## src/rtl/cfp_pkg.sv

```systemverilog
// Shared types for the command frame parser.
package cfp_pkg;
    typedef enum logic [2:0] {
        ST_HUNT,
        ST_COUNT,
        ST_ID,
        ST_ARGS,
        ST_CSUM,
        ST_TAIL
    } parse_state_t;
endpackage

```

## src/rtl/cfp_checksum.sv

```systemverilog
// Running modulo-2^W byte sum.
// Assumes: load and add are never high together; load starts a new sum.
module cfp_checksum #(
    parameter int W = 8
) (
    input  logic         clk,
    input  logic         rst_n,
    input  logic         load,
    input  logic         add,
    input  logic [W-1:0] data,
    output logic         is_zero
);
    logic [W-1:0] acc;

    // Start the sum or add one byte to it.
    always_ff @(posedge clk) begin
        if (!rst_n)    acc <= '0;
        else if (load) acc <= data;
        else if (add)  acc <= acc + data;
    end

    assign is_zero = (acc == '0);
endmodule

```

## src/rtl/cfp_arg_store.sv

```systemverilog
// Argument word registers. Each accepted byte is shifted into the word
// picked by word_sel, so bytes land most-significant first.
// Assumes: word_sel < NUM_ARGS whenever we is high.
module cfp_arg_store #(
    parameter int NUM_ARGS  = 3,
    parameter int ARG_BYTES = 4,
    localparam int ARG_W    = ARG_BYTES * 8,
    localparam int WSEL_W   = (NUM_ARGS > 1) ? $clog2(NUM_ARGS) : 1
) (
    input  logic                      clk,
    input  logic                      rst_n,
    input  logic                      we,
    input  logic [WSEL_W-1:0]         word_sel,
    input  logic [7:0]                data,
    output logic [NUM_ARGS*ARG_W-1:0] args_flat
);
    for (genvar w = 0; w < NUM_ARGS; w++) begin : g_word
        logic [ARG_W-1:0] word_q;

        // Shift one byte into this word when it is selected.
        always_ff @(posedge clk) begin
            if (!rst_n)
                word_q <= '0;
            else if (we && (word_sel == WSEL_W'(w)))
                word_q <= {word_q[ARG_W-9:0], data};
        end

        assign args_flat[w*ARG_W +: ARG_W] = word_q;
    end
endmodule

```

## src/rtl/cfp_sequencer.sv

```systemverilog
// Frame state machine. It tracks the position of each byte in the frame,
// drives the datapath enables and raises the result pulses.
// Assumes: the checksum flag it receives already includes every byte up to
// and including the checksum byte by the time the closing marker arrives.
module cfp_sequencer import cfp_pkg::*; #(
    parameter int         NUM_ARGS   = 3,
    parameter int         ARG_BYTES  = 4,
    parameter logic [7:0] START_BYTE = 8'h5B,
    parameter logic [7:0] END_BYTE   = 8'h5D,
    localparam int ARG_TOTAL = NUM_ARGS * ARG_BYTES,
    localparam int IDX_W     = (ARG_TOTAL > 1) ? $clog2(ARG_TOTAL) : 1,
    localparam int WSEL_W    = (NUM_ARGS > 1) ? $clog2(NUM_ARGS) : 1
) (
    input  logic              clk,
    input  logic              rst_n,
    input  logic              in_valid,
    input  logic [7:0]        in_byte,
    input  logic              sum_zero,
    output logic              sum_load,
    output logic              sum_add,
    output logic              id_load,
    output logic              arg_we,
    output logic [WSEL_W-1:0] arg_word,
    output logic              cmd_valid,
    output logic              sum_err,
    output logic              frame_err
);
    localparam logic [7:0]       FRAME_LEN = 8'(ARG_TOTAL + 2);
    localparam logic [IDX_W-1:0] LAST_IDX  = IDX_W'(ARG_TOTAL - 1);

    parse_state_t     state;
    logic [IDX_W-1:0] byte_idx;
    logic [IDX_W-1:0] word_full;
    logic             is_start;
    logic             body_byte;

    assign is_start  = in_valid && (in_byte == START_BYTE);
    assign body_byte = in_valid && !is_start;

    // Datapath enables, one per byte position.
    assign sum_load  = body_byte && (state == ST_COUNT);
    assign sum_add   = body_byte &&
                       (state == ST_ID || state == ST_ARGS || state == ST_CSUM);
    assign id_load   = body_byte && (state == ST_ID);
    assign arg_we    = body_byte && (state == ST_ARGS);
    assign word_full = byte_idx / IDX_W'(ARG_BYTES);
    assign arg_word  = word_full[WSEL_W-1:0];

    // Advance through the frame positions and raise the result pulses.
    always_ff @(posedge clk) begin
        if (!rst_n) begin
            state     <= ST_HUNT;
            byte_idx  <= '0;
            cmd_valid <= 1'b0;
            sum_err   <= 1'b0;
            frame_err <= 1'b0;
        end else begin
            cmd_valid <= 1'b0;
            sum_err   <= 1'b0;
            frame_err <= 1'b0;
            if (is_start) begin
                state <= ST_COUNT;
            end else if (in_valid) begin
                case (state)
                    ST_HUNT:  state <= ST_HUNT;
                    ST_COUNT: begin
                        if (in_byte == FRAME_LEN) begin
                            state <= ST_ID;
                        end else begin
                            frame_err <= 1'b1;
                            state     <= ST_HUNT;
                        end
                    end
                    ST_ID: begin
                        byte_idx <= '0;
                        state    <= ST_ARGS;
                    end
                    ST_ARGS: begin
                        byte_idx <= byte_idx + 1'b1;
                        if (byte_idx == LAST_IDX) state <= ST_CSUM;
                    end
                    ST_CSUM:  state <= ST_TAIL;
                    ST_TAIL: begin
                        if (in_byte == END_BYTE) begin
                            cmd_valid <= sum_zero;
                            sum_err   <= !sum_zero;
                        end else begin
                            frame_err <= 1'b1;
                        end
                        state <= ST_HUNT;
                    end
                    default:  state <= ST_HUNT;
                endcase
            end
        end
    end
endmodule

```

## src/rtl/cmd_frame_parser.sv

```systemverilog
// Command frame parser, top level. It wires together the sequencer, the
// checksum accumulator, the command byte register and the argument store.
// Assumes: one byte per cycle at most, qualified by in_valid.
module cmd_frame_parser #(
    parameter int         NUM_ARGS   = 3,
    parameter int         ARG_BYTES  = 4,
    parameter logic [7:0] START_BYTE = 8'h5B,
    parameter logic [7:0] END_BYTE   = 8'h5D,
    localparam int ARG_W  = ARG_BYTES * 8,
    localparam int WSEL_W = (NUM_ARGS > 1) ? $clog2(NUM_ARGS) : 1
) (
    input  logic                      clk,
    input  logic                      rst_n,
    input  logic                      in_valid,
    input  logic [7:0]                in_byte,
    output logic                      cmd_valid,
    output logic [7:0]                cmd_id,
    output logic [NUM_ARGS*ARG_W-1:0] cmd_args,
    output logic                      sum_err,
    output logic                      frame_err
);
    logic              sum_load, sum_add, sum_zero;
    logic              id_load, arg_we;
    logic [WSEL_W-1:0] arg_word;

    cfp_sequencer #(
        .NUM_ARGS  (NUM_ARGS),
        .ARG_BYTES (ARG_BYTES),
        .START_BYTE(START_BYTE),
        .END_BYTE  (END_BYTE)
    ) u_seq (
        .clk      (clk),
        .rst_n    (rst_n),
        .in_valid (in_valid),
        .in_byte  (in_byte),
        .sum_zero (sum_zero),
        .sum_load (sum_load),
        .sum_add  (sum_add),
        .id_load  (id_load),
        .arg_we   (arg_we),
        .arg_word (arg_word),
        .cmd_valid(cmd_valid),
        .sum_err  (sum_err),
        .frame_err(frame_err)
    );

    cfp_checksum #(.W(8)) u_sum (
        .clk    (clk),
        .rst_n  (rst_n),
        .load   (sum_load),
        .add    (sum_add),
        .data   (in_byte),
        .is_zero(sum_zero)
    );

    cfp_arg_store #(
        .NUM_ARGS (NUM_ARGS),
        .ARG_BYTES(ARG_BYTES)
    ) u_args (
        .clk      (clk),
        .rst_n    (rst_n),
        .we       (arg_we),
        .word_sel (arg_word),
        .data     (in_byte),
        .args_flat(cmd_args)
    );

    // Capture the command byte.
    always_ff @(posedge clk) begin
        if (!rst_n)       cmd_id <= '0;
        else if (id_load) cmd_id <= in_byte;
    end
endmodule

```

## config.mk

```make
export PLATFORM = sky130hd
export DESIGN_NAME = cmd_frame_parser
export DESIGN_NICKNAME = d
export VERILOG_FILES = /design/src/rtl/cfp_pkg.sv /design/src/rtl/cfp_checksum.sv /design/src/rtl/cfp_arg_store.sv /design/src/rtl/cfp_sequencer.sv /design/src/rtl/cmd_frame_parser.sv
export SDC_FILE = /design/constraint.sdc
export NUM_CORES = 1
export LEC_CHECK = 0
export CORE_ASPECT_RATIO = 1.5
export CORE_MARGIN = 8
export CORE_UTILIZATION = 30
export DETAILED_ROUTE_END_ITERATION = 8
export DONT_BUFFER_PORTS = 1
export GPL_ROUTABILITY_DRIVEN = 0
export SYNTH_ARGS = -nofsm -noshare
export SYNTH_HDL_FRONTEND = slang
export SYNTH_SLANG_ARGS = --single-unit
```

## constraint.sdc

```tcl
create_clock -name clk -period 2.1 [get_ports clk]
set_clock_uncertainty 0.05 [all_clocks]
set_input_delay 0.21 -clock clk [delete_from_list [all_inputs] [get_ports clk]]
set_output_delay 0.21 -clock clk [all_outputs]
set_load 0.05 [all_outputs]
```

==> reports/metrics.yaml <==
sta:
  slew_viol_final: 0
  hold_violations: 0
  layout_min_cycle_time_ns: 1.89
  maxSlewHeadroom_pct: 36.8
  worstMarginPinSlew_ns: 0.945
  max_clock_freq_mhz: 529
  tns_ns: 0
  grt_setup_unrepaired: "false"
  setup_viol: 0
  min_period_over_period_pct: 90.1
logic_synthesis:
  synthCells: 612
  syn_avg_cell_area_sq_um: 9.20
  synth_edf_count: 0
  syn-num-nets: 632
  synth_seq_cells: 122
  yosysWarnings: 0
  netlist_area_sq_um: 5630
  async_reset_ff_share_pct: 0
  yosys.cell_types.count: 53
  synthTopCellsByArea: "dfxtp_1, a21oi_2, nand2_2, nand2_1, buf_12"
  yosys_most_used_dff: "dfxtp_1"
  synth_top_area_share_pct: 43.4
  synth_top_area_cell: "dfxtp_1"
  synth-seq-area-share_pct: 43.4
critical_path:
  cp.arrival_ns: 2.12
  r2r_slack_ns: 0.21
  worstSetupPathType: "reg2reg"
  startpoint: "u_seq.state[2]$_SDFFE_PP0P_"
  crit_fanout: 32
  end_kind: "register"
  worstPathRequired_ns: 2.33
  cp-start-kind: "register"
  r2r_end: "u_args.g_word[2].word_q[19]$_SDFFE_PN0P_"
  rr_startpoint: "u_seq.state[2]$_SDFFE_PP0P_"
  endpoint: "u_args.g_word[2].word_q[19]$_SDFFE_PN0P_"
  ff2ff_path_depth: 6
cts:
  cts_tree: "done"
  cts_sinks: 122
  cts_root_buf: "clkbuf_16"
  htree_levels: 4
  clk_latency_ns: 0.41
  clkTransAtPathRegs_ns: 0.06
  postCtsSetupBuffers: 0
  clock_path_buffers: 2
  cts-buffers-inserted: 17
global_routing:
  antenna_found_initial: 0
  first_global_vias: 4005
  grt-ovfl-total: 0
  grt_util_all_layers_pct: 13.0
  grt_pass1_wl_mm: 23.4
  grt_max_degree: 40
power_and_ir_drop:
  power.leakage_nw: 2.04
  total_power_w: 0.00572
  worst_ir_drop_vdd_uv: 471
  power-per-cell-area_nw_per_um2: 876
route:
  drcViolationCount: 0
  dr.pass1.iters: 4
  initialDrtViolationCount: 313
  antenna_left: 0
  vias: 4102
  via_per_inst: 4.68
  wl_per_cell_microns: 17.1
  wirelength_mm: 15.0
layout:
  drive_gt1_share_pct: 38.7
  nets: 632
  diodes: 0
  synthToLayoutAreaGrowth_pct: 16.0
floorplan:
  ios: 118
  std_cell_rows: 61
  initial_utilization_pct: 30.5
  die_area_sq_um: 23500
  die_h_microns: 184
  core_sq_um: 18500
  die_w_microns: 128
min_path:
  worstHoldPathType: "in2reg"
  whs_path_depth: 3
placed_design:
  hpwl_mm: 9.72
  io_buffer_count: 0
flow_run:
  max_cap_violations: 0
run_status:
  status: "finished clean"
cells in the final DEF, fill, tap and decap left out, types with 6 or more instances in the layout:
master         netlist  final
nand2_1            122    122
dfxtp_1            122    122
nand2_2             90     90
a21oi_2             90     90
a21oi_1             22     22
clkbuf_16            0     17
nor2_1              16     16
o21ai_0             16     16
nand3_1             11     11
dlygate4sd3_1        0     10
buf_4                2      9
ha_1                 8      8
o221ai_1             6      6
where the power goes:
group	internal (W)	switching (W)	total (W)	leakage, nW
sequential	0.00232	0.000000222	0.00232	0.982
combinational	0.0000426	0.000110	0.000152	0.733
clock	0.00214	0.00111	0.00325	0.320
Yosys cell counts (2+ instances only):
cell and count:
dfxtp_1 122, nand2_1 122, a21oi_2 90, nand2_2 90, clkbuf_1 23, a21oi_1 22
nor2_1 16, o21ai_0 16, nand3_1 11, buf_12 9, ha_1 8, inv_1 6
o221ai_1 6, buf_6 5, nor3_1 5, xor2_1 5, a31oi_1 3, buf_2 3
nor2b_1 3, nor4_1 3, or4_1 3, a211oi_1 2, a21o_1 2, and3b_1 2
buf_4 2, nand2b_4 2, nand4_1 2, nor4_4 2, or3_1 2, xnor2_1 2
cells by family after synthesis:
group / synth area share, %
AO/OA/AOI/OAI: 20.8
flip-flops: 43.4
buffers and inverters: 6.74
multiplexers: 0.178
adder cells (fa/ha/maj): 2.13
AND/OR/NAND/NOR: 25.6
XOR/XNOR: 1.09
registers in the layout, summed over array words and instances (netlist names):
name / cells
cmd_id: 8
u_args.g_word.word_q: 96
u_seq.byte_idx: 4
u_seq.cmd_valid: 1
u_seq.frame_err: 1
u_seq.state: 3
u_seq.sum_err: 1
u_sum.acc: 8
area by class of cell:
type	instances	area, sq um
Clock buffer	18	439
Clock inverter	14	220
Fill cell	1922	11900
Inverter	6	27.5
Multi-Input combinational cell	441	2820
Sequential cell	122	2440
Tap cell	252	315
Timing Repair Buffer	24	268
what timing repair did:
item / CTS / global route
hold endpoints to repair: 44 / 0
hold buffers: 10 / 0
gates resized for setup: 0 / 0
critical path: stages, from the launching register on:
cell	delay (ns)
dfxtp_1	0.30
and2b_1	0.28
nand2_4	0.13
or4_2	0.60
buf_12	0.22
nand2_1	0.09
a21oi_1	0.07
metrics by stage:
stage / instances / utilization (%) / hold slack [ns] / cell area [sq um] / setup slack, ns
CTS: 877 / 35.3 / 0.00940 / 6530 / 0.200
finish: 877 / 35.3 / 0.0286 / 6530 / 0.209
global placement: 835 / 31.2 / 0.297 / 5770 / 0.225
floorplan: 612 / - / 0.290 / 5630 / 0.339
detailed placement: 835 / 31.2 / 0.306 / 5770 / 0.202
global route: 877 / 35.3 / 0.0231 / 6530 / 0.107
worst min path at each step:
stage / to / start / slack (ns)
3_3_place_gp: cmd_id[0]$_SDFFE_PN0P_ / in_byte[0] / 0.30
6_report: u_seq.frame_err$_SDFF_PP0_ / in_byte[1] / 0.03
4_1_cts: u_seq.frame_err$_SDFF_PP0_ / in_byte[1] / 0.009
5_1_grt: u_sum.acc[0]$_SDFFE_PN0P_ / in_byte[0] / 0.02
3_5_place_dp: cmd_id[2]$_SDFFE_PN0P_ / in_byte[2] / 0.31
2_1_floorplan: cmd_id[0]$_SDFFE_PN0P_ / in_byte[0] / 0.29
per-layer routing:
metal / GRT usage (%) / part of all wire [%] / vias up
met2: 22.0 / 51 / 98
li1: - / - / 2058
met5: 0 / 0 / -
met3: 4.62 / 7.4 / 22
met1: 14.3 / 40 / 1924
met4: 5.64 / 1.9 / 0
Power figures use the tool's default switching activity.
